File: config.mk
export PLATFORM = sky130hd
export DESIGN_NAME = alu16_mc
export DESIGN_NICKNAME = d
export VERILOG_FILES = /design/src/rtl/alu16_pkg.sv /design/src/rtl/alu16_opsel.sv /design/src/rtl/alu16_core.sv /design/src/rtl/alu16_accum.sv /design/src/rtl/alu16_status.sv /design/src/rtl/alu16_mc.sv
export SDC_FILE = /design/constraint.sdc
export NUM_CORES = 1
export LEC_CHECK = 0
export ABC_AREA = 0
export BUFFER_PORTS_ARGS = -buffer_cell sky130_fd_sc_hd__buf_2
export CELL_PAD_IN_SITES_DETAIL_PLACEMENT = 0
export CELL_PAD_IN_SITES_GLOBAL_PLACEMENT = 1
export CORE_MARGIN = 1
export CORE_UTILIZATION = 25
export DETAILED_ROUTE_END_ITERATION = 10
export GPL_TIMING_DRIVEN = 0
export MAX_ROUTING_LAYER = met4
export PLACE_DENSITY_LB_ADDON = 0.25
export SKIP_LAST_GASP = 1
export SYNTH_ARGS = -nofsm -noshare
export SYNTH_HDL_FRONTEND = slang
export SYNTH_SLANG_ARGS = --single-unit
File: constraint.sdc
create_clock -name clk -period 42.5 [get_ports clk]
set_input_delay 4.25 -clock clk [delete_from_list [all_inputs] [get_ports clk]]
set_output_delay 4.25 -clock clk [all_outputs]
set_load 0.05 [all_outputs]
File: src/rtl/alu16_pkg.sv
package alu16_pkg;

  typedef enum logic [2:0] {
    OP_ADD = 3'd0,
    OP_SUB = 3'd1,
    OP_AND = 3'd2,
    OP_OR  = 3'd3,
    OP_NOR = 3'd4,
    OP_SLT = 3'd5,
    OP_MUL = 3'd6,
    OP_DIV = 3'd7
  } alu_op_e;

  typedef enum logic [1:0] {
    SA_AREG = 2'd0,
    SA_MDR  = 2'd1,
    SA_PC   = 2'd2,
    SA_ZERO = 2'd3
  } src_a_e;

  typedef enum logic [1:0] {
    SB_BREG = 2'd0,
    SB_MDR  = 2'd1,
    SB_TWO  = 2'd2,
    SB_IMM  = 2'd3
  } src_b_e;

  typedef enum logic [1:0] {
    BR_EQ = 2'd0,
    BR_NE = 2'd1,
    BR_LT = 2'd2,
    BR_GT = 2'd3
  } br_kind_e;

  localparam int SR_W  = 8;
  localparam int FL_C  = 0;
  localparam int FL_O  = 1;
  localparam int FL_N  = 2;
  localparam int FL_Z  = 3;
  localparam int FL_IE = 4;
  localparam int FL_LT = 5;

  typedef struct packed {
    logic c;
    logic o;
    logic n;
    logic z;
    logic l;
  } flags_t;

endpackage

File: src/rtl/alu16_opsel.sv
module alu16_opsel
  import alu16_pkg::*;
#(
  parameter int W     = 16,
  parameter int IMM_W = 9
) (
  input  logic [W-1:0]     a_reg,
  input  logic [W-1:0]     b_reg,
  input  logic [W-1:0]     mdr,
  input  logic [W-1:0]     pc,
  input  logic [IMM_W-1:0] imm,
  input  src_a_e           sel_a,
  input  src_b_e           sel_b,
  output logic [W-1:0]     opa,
  output logic [W-1:0]     opb
);

  localparam logic [W-1:0] CONST_TWO = W'(2);

  logic [W-1:0] imm_ext;

  generate
    if (IMM_W >= W) begin : g_imm_trim
      assign imm_ext = imm[W-1:0];
    end else begin : g_imm_zext
      assign imm_ext = {{(W-IMM_W){1'b0}}, imm};
    end
  endgenerate

  always_comb begin
    unique case (sel_a)
      SA_AREG: opa = a_reg;
      SA_MDR:  opa = mdr;
      SA_PC:   opa = pc;
      default: opa = '0;
    endcase
  end

  always_comb begin
    unique case (sel_b)
      SB_BREG: opb = b_reg;
      SB_MDR:  opb = mdr;
      SB_TWO:  opb = CONST_TWO;
      default: opb = imm_ext;
    endcase
  end

endmodule

File: src/rtl/alu16_core.sv
module alu16_core
  import alu16_pkg::*;
#(
  parameter int W = 16
) (
  input  logic [W-1:0] opa,
  input  logic [W-1:0] opb,
  input  alu_op_e      op,
  output logic [W-1:0] res,
  output logic         fl_c,
  output logic         fl_o,
  output logic         fl_l,
  output logic [W-1:0] wide_hi,
  output logic [W-1:0] wide_lo,
  output logic         wide_ld
);

  localparam int PW = 2 * W;

  logic [W:0]    sum;
  logic [W:0]    diff;
  logic [PW-1:0] prod;
  logic [W-1:0]  quo;
  logic [W-1:0]  rem;
  logic          div_zero;
  logic          slt;
  logic          prod_ovf;

  assign sum      = {1'b0, opa} + {1'b0, opb};
  assign diff     = {1'b0, opa} - {1'b0, opb};
  assign prod     = $signed({{W{opa[W-1]}}, opa}) * $signed({{W{opb[W-1]}}, opb});
  assign div_zero = (opb == '0);
  assign slt      = ($signed(opa) < $signed(opb));
  assign prod_ovf = (|prod[PW-1:W-1]) & ~(&prod[PW-1:W-1]);

  always_comb begin
    if (div_zero) begin
      quo = '0;
      rem = '0;
    end else begin
      quo = $signed(opa) / $signed(opb);
      rem = $signed(opa) % $signed(opb);
    end
  end

  always_comb begin
    res     = '0;
    fl_c    = 1'b0;
    fl_o    = 1'b0;
    wide_hi = '0;
    wide_lo = '0;
    wide_ld = 1'b0;
    unique case (op)
      OP_ADD: begin
        res  = sum[W-1:0];
        fl_c = sum[W];
        fl_o = (opa[W-1] == opb[W-1]) && (sum[W-1] != opa[W-1]);
      end
      OP_SUB: begin
        res  = diff[W-1:0];
        fl_c = diff[W];
        fl_o = (opa[W-1] != opb[W-1]) && (diff[W-1] != opa[W-1]);
      end
      OP_AND: res = opa & opb;
      OP_OR:  res = opa | opb;
      OP_NOR: res = ~(opa | opb);
      OP_SLT: res = {{(W-1){1'b0}}, slt};
      OP_MUL: begin
        res     = prod[W-1:0];
        fl_o    = prod_ovf;
        wide_hi = prod[PW-1:W];
        wide_lo = prod[W-1:0];
        wide_ld = 1'b1;
      end
      default: begin
        res     = quo;
        fl_o    = div_zero;
        wide_hi = rem;
        wide_lo = quo;
        wide_ld = ~div_zero;
      end
    endcase
  end

  assign fl_l = slt;

endmodule

File: src/rtl/alu16_accum.sv
module alu16_accum #(
  parameter int W = 16
) (
  input  logic         clk,
  input  logic         rst_n,
  input  logic         ld,
  input  logic [W-1:0] hi_in,
  input  logic [W-1:0] lo_in,
  output logic [W-1:0] hi_q,
  output logic [W-1:0] lo_q
);

  logic [W-1:0] hi_d;
  logic [W-1:0] lo_d;

  always_comb begin
    hi_d = hi_q;
    lo_d = lo_q;
    if (ld) begin
      hi_d = hi_in;
      lo_d = lo_in;
    end
  end

  always_ff @(posedge clk or negedge rst_n) begin
    if (!rst_n) begin
      hi_q <= '0;
      lo_q <= '0;
    end else begin
      hi_q <= hi_d;
      lo_q <= lo_d;
    end
  end

  AST_ACC_HOLD: assert property (@(posedge clk) disable iff (!rst_n)
    !ld |=> $stable({hi_q, lo_q}));

  AST_ACC_LOAD: assert property (@(posedge clk) disable iff (!rst_n)
    ld |=> (hi_q == $past(hi_in)) && (lo_q == $past(lo_in)));

endmodule

File: src/rtl/alu16_status.sv
module alu16_status
  import alu16_pkg::*;
(
  input  logic            clk,
  input  logic            rst_n,
  input  logic            flag_we,
  input  flags_t          fl_in,
  input  logic            ie_set,
  input  logic            ie_clr,
  input  br_kind_e        br_kind,
  output logic [SR_W-1:0] sr,
  output logic            br_taken
);

  flags_t fl_q, fl_d;
  logic   ie_q, ie_d;

  always_comb begin
    fl_d = fl_q;
    if (flag_we) fl_d = fl_in;
  end

  always_comb begin
    ie_d = ie_q;
    if (ie_clr)      ie_d = 1'b0;
    else if (ie_set) ie_d = 1'b1;
  end

  always_ff @(posedge clk or negedge rst_n) begin
    if (!rst_n) begin
      fl_q <= '0;
      ie_q <= 1'b0;
    end else begin
      fl_q <= fl_d;
      ie_q <= ie_d;
    end
  end

  always_comb begin
    sr        = '0;
    sr[FL_C]  = fl_q.c;
    sr[FL_O]  = fl_q.o;
    sr[FL_N]  = fl_q.n;
    sr[FL_Z]  = fl_q.z;
    sr[FL_IE] = ie_q;
    sr[FL_LT] = fl_q.l;
  end

  always_comb begin
    unique case (br_kind)
      BR_EQ:   br_taken = fl_q.z;
      BR_NE:   br_taken = ~fl_q.z;
      BR_LT:   br_taken = fl_q.l;
      default: br_taken = ~fl_q.l & ~fl_q.z;
    endcase
  end

  AST_FLAG_HOLD: assert property (@(posedge clk) disable iff (!rst_n)
    !flag_we |=> $stable({sr[FL_LT], sr[FL_Z:FL_C]}));

  AST_IE_SET: assert property (@(posedge clk) disable iff (!rst_n)
    (ie_set && !ie_clr) |=> sr[FL_IE]);

  AST_IE_CLR: assert property (@(posedge clk) disable iff (!rst_n)
    ie_clr |=> !sr[FL_IE]);

  AST_IE_KEEP: assert property (@(posedge clk) disable iff (!rst_n)
    (!ie_set && !ie_clr) |=> $stable(sr[FL_IE]));

endmodule

File: src/rtl/alu16_mc.sv
module alu16_mc
  import alu16_pkg::*;
#(
  parameter int W     = 16,
  parameter int IMM_W = 9
) (
  input  logic            clk,
  input  logic            rst_n,
  input  logic [W-1:0]    a_reg,
  input  logic [W-1:0]    b_reg,
  input  logic [W-1:0]    mdr,
  input  logic [W-1:0]    pc,
  input  logic [IMM_W-1:0] ir_imm,
  input  logic [1:0]      sel_a,
  input  logic [1:0]      sel_b,
  input  logic [2:0]      op_code,
  input  logic            cmp_mode,
  input  logic            issue,
  input  logic            flag_we,
  input  logic            ie_set,
  input  logic            ie_clr,
  input  logic [1:0]      br_kind,
  output logic [W-1:0]    result,
  output logic            result_we,
  output logic [W-1:0]    acc_hi,
  output logic [W-1:0]    acc_lo,
  output logic [SR_W-1:0] status,
  output logic            br_taken
);

  logic [1:0]   rst_sync;
  logic         rst_int_n;
  logic [W-1:0] opa, opb;
  alu_op_e      op_eff;
  logic         c_fl, o_fl, l_fl;
  logic [W-1:0] wide_hi, wide_lo;
  logic         wide_ld;
  logic         acc_ld;
  logic         wide_op;
  flags_t       fl_new;

  // Reset: asserted asynchronously, released on the clock
  always_ff @(posedge clk or negedge rst_n) begin
    if (!rst_n) rst_sync <= 2'b00;
    else        rst_sync <= {rst_sync[0], 1'b1};
  end
  assign rst_int_n = rst_sync[1];

  assign op_eff  = cmp_mode ? OP_SUB : alu_op_e'(op_code);
  assign wide_op = (op_code == OP_MUL) || (op_code == OP_DIV);

  alu16_opsel #(.W(W), .IMM_W(IMM_W)) i_opsel (
    .a_reg (a_reg),
    .b_reg (b_reg),
    .mdr   (mdr),
    .pc    (pc),
    .imm   (ir_imm),
    .sel_a (src_a_e'(sel_a)),
    .sel_b (src_b_e'(sel_b)),
    .opa   (opa),
    .opb   (opb)
  );

  alu16_core #(.W(W)) i_core (
    .opa     (opa),
    .opb     (opb),
    .op      (op_eff),
    .res     (result),
    .fl_c    (c_fl),
    .fl_o    (o_fl),
    .fl_l    (l_fl),
    .wide_hi (wide_hi),
    .wide_lo (wide_lo),
    .wide_ld (wide_ld)
  );

  assign acc_ld    = issue & wide_ld;
  assign result_we = issue & ~cmp_mode & ~wide_op;

  alu16_accum #(.W(W)) i_accum (
    .clk   (clk),
    .rst_n (rst_int_n),
    .ld    (acc_ld),
    .hi_in (wide_hi),
    .lo_in (wide_lo),
    .hi_q  (acc_hi),
    .lo_q  (acc_lo)
  );

  always_comb begin
    fl_new.c = c_fl;
    fl_new.o = o_fl;
    fl_new.n = result[W-1];
    fl_new.z = (result == '0);
    fl_new.l = l_fl;
  end

  alu16_status i_status (
    .clk      (clk),
    .rst_n    (rst_int_n),
    .flag_we  (flag_we),
    .fl_in    (fl_new),
    .ie_set   (ie_set),
    .ie_clr   (ie_clr),
    .br_kind  (br_kind_e'(br_kind)),
    .sr       (status),
    .br_taken (br_taken)
  );

  AST_DIV0_HOLD: assert property (@(posedge clk) disable iff (!rst_int_n)
    (op_code == OP_DIV && !cmp_mode && opb == '0) |=> $stable({acc_hi, acc_lo}));

  AST_CMP_ACC_HOLD: assert property (@(posedge clk) disable iff (!rst_int_n)
    cmp_mode |=> $stable({acc_hi, acc_lo}));

  AST_DIV0_OVF: assert property (@(posedge clk) disable iff (!rst_int_n)
    (flag_we && op_code == OP_DIV && !cmp_mode && opb == '0) |=> status[FL_O]);

endmodule

==> results of run 1 <==
-- flip-flops by register name, indices dropped and copies added, names as in the netlist --
signal         count
i_status.sr        5
i_status.ie_q      1
i_accum.lo_q      16
rst_sync           2
i_accum.hi_q      16
-- cells in the mapped netlist, types with 17 or more instances --
cell      number  area [um2]
o31ai_1       20         150
a211oi_1      17         128
buf_1         17        63.8
buf_2         23         115
o21a_1        53         398
clkbuf_1      76         285
mux2i_1       37         370
ha_1         272        3400
nor4_1        27         169
nor2_1       352        1320
nand3_1       43         215
fa_1         265        5310
nand2_1      318        1190
o21ai_0      103         515
dfrtp_1       40        1000
o211ai_1      25         188
xnor2_1      111         972
o22ai_1       27         169
nor3_1        67         335
nand4_1       24         150
inv_1        322        1210
xor2_1        54         473
mux2_2        19         214
a22oi_1       42         315
or2_2         18         113
nand2b_1      26         163
a31oi_1       39         244
a21oi_1      196         981
a21o_1        42         315
nor2b_1       22         138
-- logic make-up after synthesis --
| family | count (synthesis) | synth area share [%] |
|---|---|---|
| other cells | 2 | 0.0319 |
| fa+ha+maj | 537 | 36.9 |
| compound gates | 750 | 21.9 |
| flops | 40 | 4.25 |
| mux | 64 | 2.96 |
| xor+xnor | 167 | 6.27 |
| simple gates | 999 | 19.8 |
| buf+inv | 474 | 7.94 |
-- final cells by class --
| class | instances | area, um2 |
|---|---|---|
| Buffer | 127 | 793 |
| Multi-Input combinational cell | 2521 | 22500 |
| Clock buffer | 5 | 125 |
| Inverter | 346 | 1330 |
| Timing Repair Buffer | 325 | 2220 |
| Tap cell | 1254 | 1570 |
| Sequential cell | 40 | 1000 |
| Antenna cell | 1 | 2.50 |
| Fill cell | 10200 | 63800 |
| Clock inverter | 3 | 46.3 |
-- layer usage --
layer	vias up	GRT usage, %	wire, um
met5	-	-	0
met4	0	6.23	3580
met3	148	1.53	4580
met2	633	37.7	50600
met1	12100	31.2	49800
li1	11200	-	-
-- worst paths after layout --
path                                                 start                         end  slack, ns
worst max register to register  i_status.sr[1]$_DFFE_PN0P_  i_status.sr[1]$_DFFE_PN0P_      41.70
min in group clk                     rst_sync[0]$_DFF_PN0_       rst_sync[1]$_DFF_PN0_       0.35
worst min register to register       rst_sync[1]$_DFF_PN0_  i_status.sr[2]$_DFFE_PN0P_       0.09
max in group asynchronous                            rst_n       rst_sync[1]$_DFF_PN0_      38.67
worst min-delay path                 rst_sync[1]$_DFF_PN0_  i_status.sr[2]$_DFFE_PN0P_       0.09
worst max-delay path                              sel_b[1]                   result[8]       1.22
-- what timing repair did --
action | 4_1_cts | 5_1_grt
gates resized for setup | 252 | 157
buffers inserted | 88 | 88
setup endpoints to repair | 50 | 16
pin swaps | 68 | 126
gates cloned | 2 | 0
-- through the flow --
step	util, %	hold slack, ns	cells	instance area [um2]	setup slack, ns
floorplan	-	0.331	3034	23600	0.563
global placement	27.7	0.335	4428	25800	-14.47
detailed placement	27.9	0.0866	4437	26000	-12.66
CTS	30.2	0.0971	4535	28100	0.00238
global route	31.7	0.108	4622	29600	-0.236
finish	31.7	0.0947	4622	29600	1.22
-- critical path, delay by kind of cell --
family                   cells  cell delay (ns)
XOR/XNOR                     1             0.45
buffers and inverters       28             4.35
AND/OR/NAND/NOR             39             7.52
AO/OA/AOI/OAI               77            14.74
multiplexers                 3             0.98
adder cells (fa/ha/maj)     17             4.67
==> run summary, run 1 <==
Crit path max fanout = 10
Vias = 24,100
Grt ovf = 0
Slew @ Worst Pin = 1.46 ns
Rows = 112
First drt pass iteration count = 5
Die Area = 95,500 um2
Layout cells sized above 1 = 21.5%
Crit path launch type = input port
Run status = finished with violations
Slew HR = 1.70%
Via density = 5.22
Core area = 93,300 um2
Sequential share of the synthesized area = 4.25%
TritonCTS clock tree = built
Reg2reg path depth = 2
Type of the worst setup path = in2out
CTS max path bufs = 2
Fin crit share = 97.1%
Hpwl dp = 87.5 mm
Fin nets = 3,992
Final setup TNS = 0 ns
Netlist cell types = 109
Flops & latches, synth = 40
Synth Flop Type = dfrtp_1
Final setup viols = 0
Final hold viol count = 0
Clock Latency Late Sink = 0.29 ns
Violated checks = capacitance limit
Gr usage total = 23.2%
Final Slew Violations = 0
Mapped Cells = 3,033
Vias in the first global route = 23,800
Achievable Freq = 0.0242 GHz
Most frequent cells in the layout = 343 x nor2_1, 315 x inv_1, 311 x nand2_1, 265 x fa_1, 250 x ha_1
Chip width = 309 um
Initial core utilization = 25.3%
Layout area overhead = 25.5%
Max-capacitance violation count = 1
GP Congestion = 0.916
Slowest CP cell = or4b_2
Ys async rst share = 100%
Worst EP required = 38.25 ns
Remaining DRCs = 0
First-iteration detailed-routing DRC count = 1,617
Post-route ant nets = 0
CTS Root Cell = clkbuf_16
Post-synth EDFFs = 0
CP peak stage delay = 0.68 ns
Initial antenna violation count = 1
Post-synthesis area per instance = 7.77 um2
Arrival time worst endpoint = 37.03 ns
First-pass GRT wire length = 161 mm
Final worst clock skew = 0.00823 ns
Routed wire length = 109 mm
Tmin final = 41.28 ns
Drt wl/cell = 23.5 um
CTS buffer count = 5
# IOs = 147
Largest net degree at the start of global routing = 35
Commonest non-fill, non-tap cell in the layout = nor2_1
Worst-path clk slew = 0.07 ns
Number of port buffers = 140
Die Y = 309 um
Worst setup EP type = primary output
Synthesized area = 23,600 um2
CTS H-tree depth = 2
Clk sinks = 40
Hold-fix buffers, CTS = 0
Yosys Warn Count = 0
HP Class = reg2async
Power of run 1 is left out: the tool's default activity adds up to more than one toggle a clock period on the data nets, which glitch-free logic cannot reach.
==> run 2, diff against run 1 <==
Clock period 42.5 ns to 52.3 ns, I/O delays scaled along.
==> run 2 against run 1 <==
Compared with the run above:
- the run now ends clean
- cell count shrank 3.5%
- register-to-register slack gained 9.8 ns
- utilization shrank 3.1 points
- sequential share of layout area grew 0.37 points
- critical path depth grew 2
- critical endpoint is now result[14]
- highest routed layer unchanged
==> run summary, run 2 (synthesis results as in run 1) <==
Crit path launch type = input port
Post-route ant nets = 0
Hold WS = 0.0948 ns
Tmin final = 50.17 ns
Routed wire length = 105 mm
Hpwl dp = 87.5 mm
TritonCTS clock tree = built
Dpl ws = -4.82 ns
Fin nets = 3,828
Worst setup EP type = primary output
Fin crit share = 95.9%
CTS max path bufs = 2
CP most frequent cell = ha_1
Layout cells sized above 1 = 12.1%
Gr usage total = 22.7%
First-iteration detailed-routing DRC count = 1,671
Final setup viols = 0
Most frequent cells in the layout = 350 x nor2_1, 322 x inv_1, 317 x nand2_1, 272 x ha_1, 265 x fa_1
GR peak layer = met2
First-pass GRT wire length = 157 mm
Chip width = 309 um
Core area = 93,300 um2
Reg2reg path depth = 2
Buf/Inv on CP = 25
Type of the worst setup path = in2out
Final worst clock skew = 0.00870 ns
Worst Setup SP = sel_b[1]
Crit path max fanout = 14
Arrival time worst endpoint = 44.94 ns
Via density = 5.23
Delay-heaviest family, CP = compound AO/OA/AOI/OAI gates
CTS Root Cell = clkbuf_16
Rows = 112
Vias in the first global route = 23,200
Run status = finished, final reports clean
GRT met3 Usage = 1.32%
Worst setup margin = 2.13 ns
# IOs = 147
Clock Latency Late Sink = 0.29 ns
Initial core utilization = 25.3%
Clk sinks = 40
Layout area overhead = 13.1%
Drt wl/cell = 23.6 um
Grt ovf = 0
Worst EP required = 47.07 ns
Worst-path clk slew = 0.07 ns
GP Congestion = 0.916
Slew HR = 3.64%
Met2 Resource Use GR = 36.9%
Achievable Freq = 0.0199 GHz
Met1 Track Usage GR = 30.9%
Initial antenna violation count = 1
Slowest CP cell = xnor2_1
First drt pass iteration count = 6
Die Area = 95,500 um2
Number of port buffers = 140
Die Y = 309 um
Max-capacitance violation count = 0
Commonest non-fill, non-tap cell in the layout = nor2_1
Reg-to-reg slack, setup = 51.50 ns
Vias = 23,300
CTS H-tree depth = 2
Worst r2r src = i_status.sr[1]$_DFFE_PN0P_
CP peak stage delay = 0.72 ns
Remaining DRCs = 0
Largest net degree at the start of global routing = 35
Slew @ Worst Pin = 1.43 ns
Final Slew Violations = 0
CTS buffer count = 5
Worst R2R End = i_status.sr[1]$_DFFE_PN0P_
Final hold viol count = 0
HP Class = reg2async
[run 2: worst max-delay path by stage]
stage | slack [ns] | depth (start not counted) | endpoint
final | 2.13 | 167 | result[14]
after detailed placement | -4.82 | 160 | result[14]
after global placement | -6.63 | 159 | result[14]
after global routing | -0.12 | 165 | result[14]
after CTS | 0.07 | 164 | result[14]
after floorplan | 8.40 | 156 | result[14]
[run 2: repair_timing]
action	in CTS	in global routing
resized for setup	35	53
hold buffers	0	0
setup endpoints to repair	17	16
pin swaps	2	5
setup buffers	4	8
[run 2: cell type report]
type                       count  area, um2
antenna                        1       2.50
buffer                       128        603
clock buffer                   5        125
clock inverter                 3       46.3
fill                       10400      66700
inverter                     346       1300
multi-input combinational   2520      21100
sequential                    40       1000
tap                         1254       1570
timing repair buffer         161        920
[run 2: through the flow]
| step | util (%) | area, um2 | cells | setup TNS, ns |
|---|---|---|---|---|
| floorplan | - | 23600 | 3034 | 0 |
| global placement | 27.7 | 25800 | 4428 | -104.62 |
| detailed placement | 27.9 | 26000 | 4437 | -60.40 |
| CTS | 28.3 | 26400 | 4449 | 0 |
| global route | 28.6 | 26700 | 4458 | -0.163 |
| finish | 28.6 | 26700 | 4458 | 0 |
[run 2: worst reg2reg max path: stages (launching register included)]
cell     delay (ns)
dfrtp_1        0.42
o21ai_0        0.17
a31oi_1        0.06
[run 2: metal layers]
| layer | vias to the layer above | part of all wire (%) |
|---|---|---|
| met4 | 0 | 2.7 |
| met3 | 123 | 4.3 |
| met5 | - | 0 |
| met1 | 11700 | 46 |
| li1 | 10900 | - |
| met2 | 620 | 47 |
Power of run 2 is left out for the same reason.
